`src/rtl/coh_pkg.sv`:
```
package coh_pkg;

    typedef enum logic [1:0] {
        V_MSI   = 2'd0,
        V_MESI  = 2'd1,
        V_MOSI  = 2'd2,
        V_MOESI = 2'd3
    } variant_e;

    localparam int KIND_W = 2;
    localparam int CMD_W  = 3;
    localparam int ST_W   = 3;

    localparam logic [KIND_W-1:0] EV_IDLE  = 2'd0;
    localparam logic [KIND_W-1:0] EV_LOCAL = 2'd1;
    localparam logic [KIND_W-1:0] EV_RESP  = 2'd2;
    localparam logic [KIND_W-1:0] EV_SNOOP = 2'd3;

    localparam logic [CMD_W-1:0] CMD_READ    = 3'd0;
    localparam logic [CMD_W-1:0] CMD_WRITE   = 3'd1;
    localparam logic [CMD_W-1:0] CMD_PF_SW   = 3'd2;
    localparam logic [CMD_W-1:0] CMD_PF_HW   = 3'd3;
    localparam logic [CMD_W-1:0] CMD_READX   = 3'd4;
    localparam logic [CMD_W-1:0] CMD_UPGRADE = 3'd5;
    localparam logic [CMD_W-1:0] CMD_INVAL   = 3'd6;
    localparam logic [CMD_W-1:0] CMD_WRINV   = 3'd7;

    typedef struct packed {
        logic valid;
        logic writable;
        logic dirty;
    } line_st_t;

    localparam line_st_t ST_I = 3'b000;
    localparam line_st_t ST_S = 3'b100;
    localparam line_st_t ST_E = 3'b110;
    localparam line_st_t ST_O = 3'b101;
    localparam line_st_t ST_M = 3'b111;

    typedef struct packed {
        logic             legal;
        line_st_t         nxt;
        logic             bus_req;
        logic [CMD_W-1:0] bus_cmd;
        logic             supply;
        logic             shared;
    } verdict_t;

    function automatic bit variant_has_owned(variant_e v);
        return (v == V_MOSI) || (v == V_MOESI);
    endfunction

    function automatic bit variant_has_excl(variant_e v);
        return (v == V_MESI) || (v == V_MOESI);
    endfunction

endpackage

```
`src/rtl/coh_local_dec.sv`:
```
module coh_local_dec
    import coh_pkg::*;
#(
    parameter bit HAS_OWNED   = 1'b0,
    parameter bit USE_UPGRADE = 1'b1
) (
    input  line_st_t         cur_i,
    input  logic [CMD_W-1:0] cmd_i,
    output verdict_t         verdict_o
);

    localparam logic [CMD_W-1:0] GAIN_CMD = USE_UPGRADE ? CMD_UPGRADE : CMD_READX;

    logic owned_ok;
    assign owned_ok = HAS_OWNED && (cur_i == ST_O);

    always_comb begin
        verdict_o     = '0;
        verdict_o.nxt = cur_i;
        if (cur_i == ST_I) begin
            case (cmd_i)
                CMD_READ, CMD_PF_SW, CMD_PF_HW: begin
                    verdict_o.legal   = 1'b1;
                    verdict_o.bus_req = 1'b1;
                    verdict_o.bus_cmd = CMD_READ;
                end
                CMD_WRITE: begin
                    verdict_o.legal   = 1'b1;
                    verdict_o.bus_req = 1'b1;
                    verdict_o.bus_cmd = CMD_READX;
                end
                default: verdict_o.legal = 1'b0;
            endcase
        end else if ((cmd_i == CMD_WRITE) && ((cur_i == ST_S) || owned_ok)) begin
            verdict_o.legal   = 1'b1;
            verdict_o.bus_req = 1'b1;
            verdict_o.bus_cmd = GAIN_CMD;
        end
    end

endmodule

```
`src/rtl/coh_resp_dec.sv`:
```
module coh_resp_dec
    import coh_pkg::*;
#(
    parameter bit HAS_OWNED   = 1'b0,
    parameter bit HAS_EXCL    = 1'b0,
    parameter bit USE_UPGRADE = 1'b1
) (
    input  line_st_t         cur_i,
    input  logic [CMD_W-1:0] cmd_i,
    input  logic             shared_i,
    output verdict_t         verdict_o
);

    localparam logic [CMD_W-1:0] GAIN_RESP = USE_UPGRADE ? CMD_UPGRADE : CMD_READX;

    logic holds_copy;
    assign holds_copy = (cur_i == ST_S) || (HAS_OWNED && (cur_i == ST_O));

    always_comb begin
        verdict_o     = '0;
        verdict_o.nxt = cur_i;
        if (cur_i == ST_I) begin
            if (cmd_i == CMD_READX) begin
                verdict_o.legal = 1'b1;
                verdict_o.nxt   = ST_M;
            end else if (cmd_i == CMD_READ) begin
                verdict_o.legal = 1'b1;
                verdict_o.nxt   = (HAS_EXCL && !shared_i) ? ST_E : ST_S;
            end
        end else if (holds_copy && (cmd_i == GAIN_RESP)) begin
            verdict_o.legal = 1'b1;
            verdict_o.nxt   = ST_M;
        end
    end

endmodule

```
`src/rtl/coh_snoop_dec.sv`:
```
module coh_snoop_dec
    import coh_pkg::*;
#(
    parameter bit HAS_OWNED   = 1'b0,
    parameter bit HAS_EXCL    = 1'b0,
    parameter bit USE_UPGRADE = 1'b1
) (
    input  line_st_t         cur_i,
    input  logic [CMD_W-1:0] cmd_i,
    output verdict_t         verdict_o
);

    always_comb begin
        verdict_o     = '0;
        verdict_o.nxt = cur_i;
        if ((cmd_i == CMD_INVAL) || (cmd_i == CMD_WRINV)) begin
            verdict_o.legal = 1'b1;
            verdict_o.nxt   = ST_I;
        end else begin
            case (cur_i)
                ST_I: begin
                    verdict_o.legal = (cmd_i == CMD_READ) || (cmd_i == CMD_READX) ||
                                      (USE_UPGRADE && (cmd_i == CMD_UPGRADE));
                end
                ST_S: begin
                    if (cmd_i == CMD_READ) begin
                        verdict_o.legal  = 1'b1;
                        verdict_o.shared = HAS_EXCL;
                    end else if ((cmd_i == CMD_READX) ||
                                 (USE_UPGRADE && (cmd_i == CMD_UPGRADE))) begin
                        verdict_o.legal = 1'b1;
                        verdict_o.nxt   = ST_I;
                    end
                end
                ST_E: begin
                    if (HAS_EXCL && (cmd_i == CMD_READ)) begin
                        verdict_o.legal  = 1'b1;
                        verdict_o.shared = 1'b1;
                        verdict_o.nxt    = ST_S;
                    end else if (HAS_EXCL && (cmd_i == CMD_READX)) begin
                        verdict_o.legal = 1'b1;
                        verdict_o.nxt   = ST_I;
                    end
                end
                ST_M: begin
                    if (cmd_i == CMD_READ) begin
                        verdict_o.legal  = 1'b1;
                        verdict_o.supply = 1'b1;
                        verdict_o.nxt    = HAS_OWNED ? ST_O : ST_S;
                    end else if (cmd_i == CMD_READX) begin
                        verdict_o.legal  = 1'b1;
                        verdict_o.supply = 1'b1;
                        verdict_o.nxt    = ST_I;
                    end
                end
                ST_O: begin
                    if (HAS_OWNED && (cmd_i == CMD_READ)) begin
                        verdict_o.legal  = 1'b1;
                        verdict_o.supply = 1'b1;
                    end else if (HAS_OWNED && (cmd_i == CMD_READX)) begin
                        verdict_o.legal  = 1'b1;
                        verdict_o.supply = 1'b1;
                        verdict_o.nxt    = ST_I;
                    end else if (HAS_OWNED && (cmd_i == CMD_UPGRADE)) begin
                        verdict_o.legal = 1'b1;
                        verdict_o.nxt   = ST_I;
                    end
                end
                default: verdict_o.legal = 1'b0;
            endcase
        end
    end

endmodule

```
`src/rtl/coh_line_ctrl.sv`:
```
module coh_line_ctrl
    import coh_pkg::*;
#(
    parameter variant_e VARIANT     = V_MOESI,
    parameter bit       USE_UPGRADE = 1'b1
) (
    input  logic              clk_i,
    input  logic              rst_ni,
    input  logic [KIND_W-1:0] ev_kind_i,
    input  logic [CMD_W-1:0]  cmd_i,
    input  logic              shared_i,
    output logic [ST_W-1:0]   state_o,
    output logic [ST_W-1:0]   next_state_o,
    output logic              bus_req_o,
    output logic [CMD_W-1:0]  bus_cmd_o,
    output logic              supply_o,
    output logic              shared_o,
    output logic              illegal_o
);

    localparam bit HAS_OWNED = variant_has_owned(VARIANT);
    localparam bit HAS_EXCL  = variant_has_excl(VARIANT);

    generate
        if (HAS_OWNED && !USE_UPGRADE) begin : g_bad_cfg
            $error("coh_line_ctrl: an Owned-state variant needs upgrade transactions");
        end
    endgenerate

    typedef struct packed {
        line_st_t         line;
        logic             bus_req;
        logic [CMD_W-1:0] bus_cmd;
        logic             supply;
        logic             shared;
        logic             illegal;
    } ctl_t;

    line_st_t state_q;
    ctl_t     ctl_d;
    line_st_t state_d;
    verdict_t v_local;
    verdict_t v_resp;
    verdict_t v_snoop;

    coh_local_dec #(
        .HAS_OWNED   (HAS_OWNED),
        .USE_UPGRADE (USE_UPGRADE)
    ) u_local (
        .cur_i     (state_q),
        .cmd_i     (cmd_i),
        .verdict_o (v_local)
    );

    coh_resp_dec #(
        .HAS_OWNED   (HAS_OWNED),
        .HAS_EXCL    (HAS_EXCL),
        .USE_UPGRADE (USE_UPGRADE)
    ) u_resp (
        .cur_i     (state_q),
        .cmd_i     (cmd_i),
        .shared_i  (shared_i),
        .verdict_o (v_resp)
    );

    coh_snoop_dec #(
        .HAS_OWNED   (HAS_OWNED),
        .HAS_EXCL    (HAS_EXCL),
        .USE_UPGRADE (USE_UPGRADE)
    ) u_snoop (
        .cur_i     (state_q),
        .cmd_i     (cmd_i),
        .verdict_o (v_snoop)
    );

    always_comb begin
        verdict_t pick;
        pick       = '0;
        pick.legal = 1'b1;
        pick.nxt   = state_q;
        case (ev_kind_i)
            EV_LOCAL: pick = v_local;
            EV_RESP:  pick = v_resp;
            EV_SNOOP: pick = v_snoop;
            default:  pick.legal = 1'b1;
        endcase

        ctl_d = '0;
        if (pick.legal) begin
            ctl_d.line    = pick.nxt;
            ctl_d.bus_req = pick.bus_req;
            ctl_d.bus_cmd = pick.bus_req ? pick.bus_cmd : '0;
            ctl_d.supply  = pick.supply;
            ctl_d.shared  = pick.shared;
        end else begin
            ctl_d.line    = state_q;
            ctl_d.illegal = 1'b1;
        end
        state_d = ctl_d.line;
    end

    always_ff @(posedge clk_i or negedge rst_ni) begin
        if (!rst_ni) begin
            state_q <= ST_I;
        end else begin
            state_q <= state_d;
        end
    end

    assign state_o      = state_q;
    assign next_state_o = ctl_d.line;
    assign bus_req_o    = ctl_d.bus_req;
    assign bus_cmd_o    = ctl_d.bus_cmd;
    assign supply_o     = ctl_d.supply;
    assign shared_o     = ctl_d.shared;
    assign illegal_o    = ctl_d.illegal;

endmodule

```
`config.mk`:
```
export PLATFORM = sky130hd
export DESIGN_NAME = coh_line_ctrl
export DESIGN_NICKNAME = d
export VERILOG_FILES = /design/src/rtl/coh_pkg.sv /design/src/rtl/coh_local_dec.sv /design/src/rtl/coh_resp_dec.sv /design/src/rtl/coh_snoop_dec.sv /design/src/rtl/coh_line_ctrl.sv
export SDC_FILE = /design/constraint.sdc
export NUM_CORES = 1
export LEC_CHECK = 0
export ABC_AREA = 1
export BUFFER_PORTS_ARGS = -buffer_cell sky130_fd_sc_hd__buf_4
export CAP_MARGIN = 10
export CELL_PAD_IN_SITES_DETAIL_PLACEMENT = 1
export CELL_PAD_IN_SITES_GLOBAL_PLACEMENT = 2
export CORE_MARGIN = 5
export CORE_UTILIZATION = 22
export DETAILED_ROUTE_END_ITERATION = 6
export PLACE_DENSITY_LB_ADDON = 0.25
export SKIP_CTS_REPAIR_TIMING = 1
export SLEW_MARGIN = 25
export SYNTH_ARGS = -nofsm -noshare
export SYNTH_HDL_FRONTEND = slang
export SYNTH_SLANG_ARGS = --single-unit
```
`constraint.sdc`:
```
create_clock -name clk_i -period 2 [get_ports clk_i]
set_input_delay 0.2 -clock clk_i [delete_from_list [all_inputs] [get_ports clk_i]]
set_output_delay 0.2 -clock clk_i [all_outputs]
set_load 0.005 [all_outputs]
```
==> flow_metrics.env <==
export IMPL_status="finished, final reports clean"
export IMPL_crit_top_cell="nand3_1"
export IMPL_syn_area_per_cell_um2=5.53
export IMPL_drt_initial_drc_count=20
export IMPL_synth_warnings=0
export IMPL_synthAdderAreaFrac_pct=0
export IMPL_clk_latency_ns=0.23
export IMPL_drc=0
export IMPL_diodes=0
export IMPL_ys_seq_area_share_pct=15.8
export IMPL_synth_compound_area_share_pct=10.5
export IMPL_cp_start_kind="flop"
export IMPL_die_area_um2=3190
export IMPL_cp_arrival_ns=1.59
export IMPL_crit_fanout=10
export IMPL_switching_power_mw=0.296
export IMPL_dp_cells=130
export IMPL_path_delay_family="flip-flops"
export IMPL_fin_skew_ns=0.00162
export IMPL_placed_area_um2=637
export IMPL_worst_path_max_delay_cell="dfrtp_1"
export IMPL_async_flop_share_pct=100
export IMPL_fin_util_pct=33.6
export IMPL_power_density_nw_per_um2=893
export IMPL_synth_edff_count=0
export IMPL_cts_buffers=3
export IMPL_setup_viol=0
export IMPL_clock_power_share_pct=17.9
export IMPL_cap_violations=0
export IMPL_ant_nets=0
export IMPL_combinationalPowerShare_pct=58.3
export IMPL_reg2reg_from="state_o[2]$_DFF_PN0_"
export IMPL_layout_nets=117
export IMPL_post_route_period_util_pct=89.6
export IMPL_r2r_cells=7
export IMPL_wire_per_inst_um=12.8
export IMPL_r2r_end="state_o[1]$_DFF_PN0_"
export IMPL_final_cell_area_um2=673
export IMPL_finalWirelength_mm=1.72
export IMPL_htreeDepth=1
export IMPL_synthDistinctLibCells=21
export IMPL_rsz0062_at_grt="false"
export IMPL_clock_sinks=3
export IMPL_min_period_ns=1.79
export IMPL_syn_area_um2=475
export IMPL_leakage_nw=0.356
export IMPL_synthXorXnorAreaFrac_pct=0
export IMPL_crit_type="flop to output port"
export IMPL_grt_overflow_total=0
export IMPL_end_kind="output port"
export IMPL_rows=16
export IMPL_routabilityCongestion=0.766
export IMPL_path_clk_slew_ns=0.04
export IMPL_vias=622
export IMPL_die_h_um=56.5
export IMPL_share_seq_of_total_power_pct=23.8
export IMPL_start_util_pct=23.8
export IMPL_maxSlewViolCount=0
export IMPL_required_ns=1.80
export IMPL_p_sw_share_pct=49.3
export IMPL_syn_inst=86
export IMPL_pre_cts_ws_ns=0.448
export IMPL_drtPass1Iterations=4
export IMPL_portBuffers=19
export IMPL_total_power_mw=0.601
export IMPL_min_path_type="primary input to asynchronous set/reset pin"
export IMPL_hold_ws_ns=0.295
export IMPL_yosys_most_used_dff="dfrtp_1"
export IMPL_instances_no_fill=135
export IMPL_peakVddDrop_mv=0.346
export IMPL_internal_power_mw=0.305
export IMPL_cts_root_buffer="clkbuf_4"
export IMPL_synth_nets=94
export IMPL_synthMuxAreaShare_pct=0
export IMPL_yosys_area_share_simple_pct=58.2
export IMPL_ys_ff_latch=3
export IMPL_grt_usage_pct=11.0
export IMPL_rrSetupSlack_ns=0.66
export IMPL_cts_tree="yes"
export IMPL_drive_gt1_share_pct=32.4
export IMPL_place_hpwl_mm=1.42
export IMPL_syn2layout_area_growth_pct=41.6
export IMPL_fmax_mhz=558
export IMPL_path_cells="inv_4, nand2_2, inv_1, nand3_1, nand3_1, nand2_1, nand4_1, buf_4"
export IMPL_path_buf_inv=3
export IMPL_setup_tns_ns=0
export IMPL_fp_dieW_um=56.5
export IMPL_cp_slowest_stage_delay_ns=0.58
export IMPL_io_pins=21
export IMPL_grt_max_degree=11
export IMPL_antenna_found_initial=0
export IMPL_grt_pass1_wl_mm=2.90
export IMPL_cts_path_max_buffers=2
export IMPL_synth_top_family_by_area="simple AND/OR/NAND/NOR gates"
export IMPL_avgViaCountPerCell=4.61
export IMPL_grt_pass1_vias=648
export IMPL_final_hold_violation_count=0
export IMPL_setup_slack_ns=0.208
export IMPL_largest_reg_flops=3
export IMPL_coreArea_um2=2000
cells in the final DEF, fill, tap and decap left out:
cell | Yosys | routed
nand2_1 | 29 | 29
buf_4 | 2 | 19
inv_1 | 11 | 11
nand3_1 | 11 | 11
nor2_1 | 5 | 5
nor2_2 | 4 | 4
nand4_1 | 3 | 3
clkbuf_4 | 0 | 3
dfrtp_1 | 3 | 3
inv_2 | 2 | 2
o21ai_2 | 2 | 2
nor3_1 | 2 | 2
nor4_1 | 2 | 2
o21ai_0 | 2 | 2
o21ai_1 | 1 | 1
inv_4 | 1 | 1
nand2_2 | 1 | 1
nand3_2 | 1 | 1
nor2_4 | 1 | 1
a21oi_2 | 1 | 1
o2111ai_1 | 1 | 1
conb_1 | 1 | 1
clkbuf_1 | 0 | 1
dlygate4sd3_1 | 0 | 1
worst max-delay path by stage:
stage / slack (ns) / depth (start not counted) / start / to
finish: 0.21 / 8 / state_o[2]$_DFF_PN0_ / next_state_o[1]
global route: 0.1 / 8 / state_o[2]$_DFF_PN0_ / next_state_o[1]
CTS: 0.21 / 8 / state_o[2]$_DFF_PN0_ / next_state_o[1]
detailed placement: 0.45 / 8 / state_o[2]$_DFF_PN0_ / next_state_o[1]
global placement: 0.44 / 8 / state_o[2]$_DFF_PN0_ / next_state_o[1]
floorplan: 0.78 / 8 / state_o[2]$_DFF_PN0_ / next_state_o[1]
logic make-up (layout without fill, tap and decap cells):
kind of cell | Yosys count | count (layout)
AND/OR/NAND/NOR | 59 | 59
AO/OA/AOI/OAI | 7 | 7
other | 1 | 1
buffers and inverters | 16 | 38
flip-flops | 3 | 3
synth_stat cells, types with 2 or more instances:
cell type,count,area (µm²)
nand3_1,11,55.1
inv_1,11,41.3
nor3_1,2,10.0
nand4_1,3,18.8
nor2_1,5,18.8
inv_2,2,7.51
dfrtp_1,3,75.1
nor4_1,2,12.5
nand2_1,29,109
o21ai_2,2,17.5
buf_4,2,15.0
o21ai_0,2,10.0
nor2_2,4,25.0
worst register-to-register path: cells and delay by family, from the launching register on:
kind,cells,cell delay [ns]
flops,1,0.58
simple gates,5,0.45
buf+inv,2,0.18
power by group through the flow:
stage / clock [mW] / sequential, mW / combinational [mW]
2_1_floorplan: 0 / 0.114 / 0.232
3_3_place_gp: 0 / 0.141 / 0.353
3_5_place_dp: 0 / 0.142 / 0.352
4_1_cts: 0.110 / 0.142 / 0.353
5_1_grt: 0.114 / 0.148 / 0.392
6_report: 0.108 / 0.143 / 0.351
area by class of cell:
type | count | area, µm²
Sequential cell | 3 | 75.1
Timing Repair Buffer | 20 | 153
Clock buffer | 4 | 26.3
Fill cell | 270 | 1330
Inverter | 14 | 55.1
Tap cell | 27 | 33.8
Multi-Input combinational cell | 67 | 330
metal layers:
metal  GRT usage (%)  up-vias  wire [µm]  part of all wire [%]
met5               0        -          0                     0
met4            3.05        0          0                     0
met3           0.688        0         35                   2.0
met2            19.3        8        877                    51
met1            14.2      292        810                    47
li1                -      322          -                     -
Note: power is estimated with default switching activity, not from simulation.
